[config.mk]
export PLATFORM = sky130hd
export DESIGN_NAME = ack_cmd_detector
export DESIGN_NICKNAME = d
export VERILOG_FILES = /design/src/rtl/ackdet_pkg.sv /design/src/rtl/ackdet_len_ctr.sv /design/src/rtl/ackdet_match.sv /design/src/rtl/ackdet_state.sv /design/src/rtl/ack_cmd_detector.sv
export SDC_FILE = /design/constraint.sdc
export NUM_CORES = 1
export LEC_CHECK = 0
export ABC_AREA = 1
export BUFFER_PORTS_ARGS = -buffer_cell sky130_fd_sc_hd__buf_4
export CAP_MARGIN = 10
export CORE_AREA = 10 10 47 49
export DETAILED_ROUTE_END_ITERATION = 8
export DIE_AREA = 0 0 57 59
export PLACE_DENSITY = 0.66
export RECOVER_POWER = 100
export SLEW_MARGIN = 20
export SYNTH_ARGS = -nofsm -noshare
export SYNTH_HDL_FRONTEND = slang
export SYNTH_SLANG_ARGS = --single-unit
[constraint.sdc]
create_clock -name clk -period 1.1 [get_ports clk]
set_input_delay 0.055 -clock clk [delete_from_list [all_inputs] [get_ports clk]]
set_output_delay 0.055 -clock clk [all_outputs]
set_load 0.05 [all_outputs]
[src/rtl/ackdet_pkg.sv]
package ackdet_pkg;
   // Control pair applied to a set/clear latch
   typedef struct packed {
      logic set;
      logic clr;
   } latch_ctl_t;

   // Next value of a latch where set wins over clear
   function automatic logic latch_next(input logic cur, input latch_ctl_t c);
      return c.set | (cur & ~c.clr);
   endfunction
endpackage

[src/rtl/ackdet_len_ctr.sv]
module ackdet_len_ctr #(
   parameter int CMD_LEN = 4,
   parameter int CNT_W   = $clog2(CMD_LEN + 1)
) (
   input  logic             clk,
   input  logic             rst_n,
   input  logic             beat,
   input  logic             last,
   output logic [CNT_W-1:0] pos
);
   // pos == CMD_LEN means "past the command length"; it saturates there
   localparam logic [CNT_W-1:0] SAT = CNT_W'(CMD_LEN);

   always_ff @(posedge clk or negedge rst_n) begin
      if (!rst_n) begin
         pos <= '0;
      end else if (beat) begin
         if (last)          pos <= '0;
         else if (pos != SAT) pos <= pos + 1'b1;
      end
   end
endmodule

[src/rtl/ackdet_match.sv]
module ackdet_match #(
   parameter int                      DATA_W  = 8,
   parameter int                      CMD_LEN = 4,
   parameter int                      CNT_W   = $clog2(CMD_LEN + 1),
   parameter logic [CMD_LEN*DATA_W-1:0] PATTERN = '0
) (
   input  logic              clk,
   input  logic              rst_n,
   input  logic              beat,
   input  logic              last,
   input  logic [DATA_W-1:0] data,
   input  logic [CNT_W-1:0]  pos,
   output logic              hit
);
   localparam int PW = CMD_LEN * DATA_W;

   logic [CMD_LEN-1:0] eq;
   logic               eq_sel;
   logic               run;
   logic               prefix_ok;

   // One comparator per command position
   for (genvar i = 0; i < CMD_LEN; i++) begin : g_cmp
      assign eq[i] = (data == PATTERN[PW-1-i*DATA_W -: DATA_W]);
   end

   always_comb begin
      eq_sel = 1'b0;
      for (int k = 0; k < CMD_LEN; k++)
         if (pos == CNT_W'(k)) eq_sel = eq[k];
   end

   // First byte starts a fresh run; later bytes extend the previous one
   assign run = eq_sel & ((pos == '0) | prefix_ok);
   assign hit = beat & last & run & (pos == CNT_W'(CMD_LEN - 1));

   always_ff @(posedge clk or negedge rst_n) begin
      if (!rst_n)    prefix_ok <= 1'b0;
      else if (beat) prefix_ok <= last ? 1'b0 : run;
   end
endmodule

[src/rtl/ackdet_state.sv]
module ackdet_state
   import ackdet_pkg::*;
(
   input  logic clk,
   input  logic rst_n,
   input  logic hit,
   input  logic tick,
   input  logic fault_in,
   output logic ack_pending,
   output logic emergency
);
   latch_ctl_t ack_ctl, emg_ctl;
   logic       consume;

   assign consume     = tick & ack_pending;
   assign ack_ctl.set = hit;
   assign ack_ctl.clr = tick;
   assign emg_ctl.set = fault_in;
   assign emg_ctl.clr = consume;

   always_ff @(posedge clk or negedge rst_n) begin
      if (!rst_n) begin
         ack_pending <= 1'b0;
         emergency   <= 1'b0;
      end else begin
         ack_pending <= latch_next(ack_pending, ack_ctl);
         emergency   <= latch_next(emergency, emg_ctl);
      end
   end
endmodule

[src/rtl/ack_cmd_detector.sv]
module ack_cmd_detector #(
   parameter int                      DATA_W  = 8,
   parameter int                      CMD_LEN = 4,
   parameter logic [CMD_LEN*DATA_W-1:0] PATTERN = 32'h4000_0000
) (
   input  logic              clk,
   input  logic              rst_n,
   input  logic              in_valid,
   input  logic [DATA_W-1:0] in_data,
   input  logic              in_last,
   input  logic              fault_in,
   input  logic              tick,
   output logic              ack_pending,
   output logic              emergency
);
   localparam int CNT_W = $clog2(CMD_LEN + 1);

   if (CMD_LEN < 1) begin : g_bad_len
      $error("CMD_LEN must be at least 1");
   end
   if (DATA_W < 1) begin : g_bad_w
      $error("DATA_W must be at least 1");
   end

   logic [CNT_W-1:0] pos;
   logic             hit;

   ackdet_len_ctr #(.CMD_LEN(CMD_LEN), .CNT_W(CNT_W)) u_ctr (
      .clk(clk), .rst_n(rst_n), .beat(in_valid), .last(in_last), .pos(pos)
   );

   ackdet_match #(.DATA_W(DATA_W), .CMD_LEN(CMD_LEN), .CNT_W(CNT_W),
                  .PATTERN(PATTERN)) u_match (
      .clk(clk), .rst_n(rst_n), .beat(in_valid), .last(in_last),
      .data(in_data), .pos(pos), .hit(hit)
   );

   ackdet_state u_state (
      .clk(clk), .rst_n(rst_n), .hit(hit), .tick(tick), .fault_in(fault_in),
      .ack_pending(ack_pending), .emergency(emergency)
   );
endmodule

== Yosys cells after proc, flatten, opt, wreduce, memory -nomap -nowiden ==
Index checks and enable logic that the tools add are counted.

* Register bits after elaboration: 6
* Bits in latches: 0
* Bits in writable memories: 0
* Bits in read-only memories: 0
* Input bits: 14
* Output and inout bits: 2
* Memories: 0

* Add/sub/neg operators: 1
* Multiply operators: 0
* Divide/modulo/power cells: 0
* Order comparisons: 0
* Equal/unequal tests: 5
* Shift operators: 0
* Muxes and demuxes: 7
* Bitwise operators: 12
* Reduce and logical (&&, ||, !) cells: 4

{| class="wikitable"
|+ Operator list
! kind !! number
|-
| == test 8 x 7 -> 1 bit (second input constant) || 1
|-
| logical NOT 8 bit || 1
|-
| AND 1 bit || 7
|-
| == test 3 x 2 -> 1 bit (second input constant) || 2
|-
| two-way mux 3 bit || 2
|-
| two-way mux 1 bit || 5
|-
| adder 3 x 1 -> 3 bit (second input constant) || 1
|-
| == test 3 x 1 -> 1 bit (second input constant) || 1
|-
| logical NOT 3 bit || 1
|-
| inequality test 3 bit (second input constant) || 1
|-
| bitwise OR 1 bit || 3
|-
| inverter 1 bit || 2
|-
| AND reduction 2 bit || 1
|-
| nonzero test 2 bit || 1
|}

== Depth between registers and ports, before layout ==
* Depth in word-level cells: 9
* Depth in mapped cells: 8

== By module ==
A second synthesis with hierarchy kept.

* Cell total of the unflattened synthesis: 60
* Area, all modules: 400.4 sq um

{| class="wikitable"
|+ By module, submodules not included
! module !! instances !! cells each !! area an instance (sq um) !! sequential area each (sq um)
|-
| ackdet_len_ctr || 1 || 26 || 192.7 || 75.1
|-
| ackdet_match || 1 || 26 || 131.4 || 25.0
|-
| ackdet_state || 1 || 8 || 76.3 || 50.0
|}

== Least setup slack after synthesis ==
No wires, ideal clock.

* Kind: flip-flop to flip-flop
* Start: reg u_ctr.pos[0]
* End: reg u_state.ack_pending
* Library setup time: 0.066 ns
* Arrival: 1.085 ns
* Data required time: 1.034 ns
* Path slack: -0.051 ns
* Stages on the path, launching flop included: 8
* Buffers on the path: 0
* Cell sequence: dfrtp_1 > ha_1 > ha_1 > inv_1 > nand2_2 > nand2_2 > nand4_1 > nand2_1

* Word-level cells in the longest chain between the ends: 9
* Elaborated cells between the ends (all ways): 13

{| class="wikitable"
|+ RTL lines
! what !! RTL line !! RTL
|-
| start, declared || ackdet_len_ctr.sv:9 || <nowiki>output logic [CNT_W-1:0] pos</nowiki>
|-
| start signal, assigned || ackdet_len_ctr.sv:19 || <nowiki>else if (pos != SAT) pos <= pos + 1'b1;</nowiki>
|-
| logical NOT 3 bit || ackdet_match.sv:30, ackdet_match.sv:34 ||
|-
| two-way mux 1 bit (4 in a row) || ackdet_match.sv:30 || <nowiki>if (pos == CNT_W'(k)) eq_sel = eq[k];</nowiki>
|-
| AND 1 bit || ackdet_match.sv:34 || <nowiki>assign run = eq_sel & ((pos == '0) | prefix_ok);</nowiki>
|-
| AND 1 bit || ackdet_match.sv:35 || <nowiki>assign hit = beat & last & run & (pos == CNT_W'(CMD_LEN - 1));</nowiki>
|-
| AND 1 bit (*) || ackdet_match.sv:35 ||
|-
| bitwise OR 1 bit (*) || ackdet_pkg.sv:10 || <nowiki>return c.set | (cur & ~c.clr);</nowiki>
|-
| end signal, assigned || ackdet_state.sv:26 || <nowiki>ack_pending <= latch_next(ack_pending, ack_ctl);</nowiki>
|-
| end, declared || ackdet_state.sv:9 || <nowiki>output logic ack_pending,</nowiki>
|}

Mark *: on every way between the ends. The rest lies on a longest branch, timed or not.
A chain may end at the register's enable or synchronous reset.

== Final worst setup path ==
Ends and elaborated chain as after synthesis.

==> results <==
- The share of power burned in combinational logic is 43.3%.
- The net switching component of the power is 0.290 mW.
- The floorplan step defined a die boundary enclosing 3360 µm².
- Compared with the post-synthesis result, the final layout area differs by 58.4%.
- The number of antenna diodes in the final layout is 0.
- The sort of element at the end of the critical path is a flip-flop.
- The chip width is 57 µm.
- The initial antenna violation count was 0.
- Counting along the longest clock path gives a buffer depth of 2.
- The number of nets in the layout is 101.
- Setup repair after global routing could not meet its margin everywhere.
- The first global-routing pass estimated 2.01 mm of wire.
- Routed signal wires occupy layers up through met4.
- The total of max-cap violations is 0.
- The number of cell rows is 14.
- The buffer type at the clock tree root is sky130_fd_sc_hd__clkbuf_4.
- The reported leakage power is 0.330 nW.
- The final reports fail on negative setup slack.
- The die height is 59 µm.
- Once detail routing completed, the nets flagged for antenna violations numbered 0.
- The element type at the critical path start is a flip-flop.
- CTS built an H-tree with a depth of 1.
- In the final layout, the multi-input gates occupy 292 µm².
- The area taken by flip-flops and latches is 150 µm².
- In the routed layout, each cell is associated on average with a via count of 4.53.
- STA puts the critical path data arrival time at 1.42 ns.
- The actual slew at the worst max-slew pin is 0.368 ns.
- For this block, wires on met1 add up to 447 µm.
- After detailed routing, the number of remaining DRC violations is 0.
- The final hold violation count is 0.
- The filler cell count in the final layout is 140.
- The weighted congestion reported at the end of routability-driven placement is 0.785.
- The worst pin sits at a relative slew slack of 75.5%.
- The setup-violating endpoint count in the final report is 5.
- The gate count after technology mapping is 56.
- The number of pins with negative max-slew slack in the final report is 0.
- The pin count of the biggest net entering global routing is 7.
- The slack of the critical path is -0.127 ns.
- Counting I/O delays and the setup requirement, the final critical path takes 1.23 ns.
- The aggregate global routing overflow is 0.
- IR analysis of the VDD net gives a maximum drop of 764 µV.
- At the worst endpoint, the required time is 1.30 ns.
- The total of flip-flops plus latches after synthesis is 6.
- The clock network is responsible for 25.8% of the overall power.
- The number of clock sinks is 6.
- Total power for the finished layout comes to 0.833 mW.
- The clock input transition at the sequential cells of the worst setup and hold paths is 0.05 ns.
- Dividing total power by cell area gives a power density of 1220 nW/µm².
- In this run, the number of DRC markers left after iteration 0 of detailed routing was 7.
- The fraction of layout instances using a drive strength above 1 is 53.8%.
- The final total negative setup slack is -0.290 ns.
- The count of warnings emitted by yosys is 0.
- The net count after synthesis is 75.
- Along the worst path, the maximum fanout reaches 3.
- The run finished, with violations left.
- The I/O pin total is 16.
- The cell area after synthesis is 430 µm².
- Clock latency on the worst-skew pair, taken at its later pin, is 0.26 ns.
- The routed wire length is 1.28 mm.
- The average routed wire per standard cell is 13.3 µm.
- The classification of the worst setup path is flip-flop to flip-flop.
- Of the total power, the share spent switching nets is 34.9%.
- The pre-antenna-repair detailed-routing pass consisted of 4 iterations.
- The core outline area is 1400 µm².
- The final critical path takes up 112% of the cycle.
- Once the floorplan was initialized, standard cells occupied 30.7% of the core.
- The number of different library cells used by synthesis comes to 18.
- The number of buffers created by CTS is 3.
- The TritonCTS clock tree is built.
- The kind of path behind the tightest hold check is input port to flip-flop.
- The all-layer global routing usage is 7.79%.
- After detailed routing, the met2 layer carries 695 µm of wire.
- The average cell area after synthesis is 7.69 µm².
- The via count of the first global-routing pass was 435.
- The met3 wire length is 108 µm.
- The internal power of the cells is 0.542 mW.
- The maximum clock frequency is 815 MHz.
- The total via count in the routed design is 435.
- The HPWL after detailed placement is 986 µm.
- Per report_power, the sequential group accounts for 30.9% of the total.
- After synthesis, flip-flops and latches occupy 34.9% of the total area.
- Across the routed clock network, the largest skew measured is 0.00817 ns.
- Port buffering added 15 buffers.
placed cells by master (no fill, tap or decap):
master / Yosys / final
sky130_fd_sc_hd__ha_4: 0 / 2
sky130_fd_sc_hd__a21oi_2: 1 / 1
sky130_fd_sc_hd__dfrtp_1: 6 / 6
sky130_fd_sc_hd__o22ai_1: 1 / 1
sky130_fd_sc_hd__clkbuf_1: 0 / 1
sky130_fd_sc_hd__inv_2: 5 / 6
sky130_fd_sc_hd__nand3_1: 3 / 3
sky130_fd_sc_hd__buf_4: 0 / 18
sky130_fd_sc_hd__nor2_1: 7 / 6
sky130_fd_sc_hd__o21ai_1: 1 / 2
sky130_fd_sc_hd__o21ai_2: 1 / 2
sky130_fd_sc_hd__inv_4: 0 / 1
sky130_fd_sc_hd__nor2_4: 0 / 1
sky130_fd_sc_hd__nor2_2: 2 / 2
sky130_fd_sc_hd__nand4_1: 2 / 2
sky130_fd_sc_hd__nand2_1: 9 / 9
sky130_fd_sc_hd__nand2_2: 2 / 2
sky130_fd_sc_hd__a21o_1: 1 / 1
sky130_fd_sc_hd__a31oi_4: 0 / 1
sky130_fd_sc_hd__inv_1: 6 / 4
sky130_fd_sc_hd__ha_2: 0 / 3
sky130_fd_sc_hd__dlygate4sd3_1: 0 / 1
sky130_fd_sc_hd__nor3_1: 1 / 1
sky130_fd_sc_hd__clkbuf_4: 0 / 3
sky130_fd_sc_hd__clkbuf_2: 0 / 1
Yosys cell counts (all sizes together):
cell   number  area share (%)
a21o        1             1.7
a21oi       1             2.0
a31oi       1             2.9
dfrtp       6              35
ha          5              15
inv        11             9.6
nand2      11              11
nand3       3             3.5
nand4       2             2.9
nor2        9             9.0
nor3        1             1.2
o21ai       4             5.5
o22ai       1             1.5
power by group through the flow:
| stage | registers (mW) | logic [mW] | clock network [mW] |
|---|---|---|---|
| 2_1_floorplan | 0.259 | 0.179 | 0 |
| 3_3_place_gp | 0.259 | 0.271 | 0 |
| 3_5_place_dp | 0.260 | 0.284 | 0 |
| 4_1_cts | 0.257 | 0.327 | 0.224 |
| 5_1_grt | 0.260 | 0.409 | 0.246 |
| 6_report | 0.257 | 0.361 | 0.215 |
cell families (layout without fill, tap and decap cells):
| logic type | count (synthesis) | in the layout | synth area share [%] |
|---|---|---|---|
| and+or+nand+nor | 26 | 26 | 27.3 |
| buffers and inverters | 11 | 35 | 9.59 |
| AOI/OAI and AO/OA | 8 | 8 | 13.7 |
| adders and majority gates | 5 | 5 | 14.5 |
| DFF | 6 | 6 | 34.9 |
worst max-delay path, stage by stage, from the launching register on:
cell	delay [ns]
sky130_fd_sc_hd__dfrtp_1	0.40
sky130_fd_sc_hd__ha_2	0.21
sky130_fd_sc_hd__ha_4	0.13
sky130_fd_sc_hd__inv_2	0.04
sky130_fd_sc_hd__nor3_1	0.19
sky130_fd_sc_hd__nand4_1	0.13
sky130_fd_sc_hd__nand2_1	0.07
final timing paths:
kind / startpoint / end / slack [ns] / cells past startpoint
hold reg to reg: u_match.prefix_ok / u_match.prefix_ok / 0.50 / 2
min in group asynchronous: rst_n / u_match.prefix_ok / 0.24 / 2
hold / removal: fault_in / u_state.emergency / 0.008 / 2
setup / recovery: u_ctr.pos[0] / u_state.ack_pending / -0.13 / 6
setup reg to reg: u_ctr.pos[0] / u_state.ack_pending / -0.13 / 6
max in group asynchronous: rst_n / u_ctr.pos[1] / 0.58 / 2
sequential cells by signal, summed over array words and instances (netlist names):
signal	flops
u_match.prefix_ok	1
u_ctr.pos	3
u_state.ack_pending	1
u_state.emergency	1
layer usage:
metal | global-route usage [%] | vias to the layer above
li1 | - | 230
met1 | 6.54 | 186
met2 | 14.9 | 17
met3 | 3.65 | 2
met4 | 4.03 | 0
met5 | 0 | -
per-stage QoR:
stage / hold WS [ns] / cells / util (%) / worst slack [ns] / cell area, µm²
final: 0.00802 / 96 / 48.7 / -0.127 / 682
after global placement: -0.132 / 90 / 43.2 / -0.129 / 606
after detailed placement: -0.129 / 90 / 43.2 / -0.143 / 606
after CTS: 0.00942 / 94 / 47.4 / -0.0877 / 664
after floorplan: -0.241 / 56 / - / -0.00538 / 450
after global routing: 0.0132 / 96 / 48.7 / -0.201 / 682
area by class of cell:
| type | count | share of cell area [%] |
|---|---|---|
| multi-input cells | 39 | 42.8 |
| inverters | 11 | 6.42 |
| clock buffers | 3 | 3.30 |
| well taps | 16 | 2.94 |
| repair buffers | 21 | 22.6 |
| flip-flops and latches | 6 | 22.0 |
what timing repair did:
action | 4_1_cts | 5_1_grt
gates resized for setup | 6 | 4
hold buffers | 1 | 0
setup buffers | 0 | 2
setup endpoints to repair | 5 | 5
pin swaps | 2 | 1
hold endpoints to repair | 6 | 0
(Power assumes the default switching activity.)
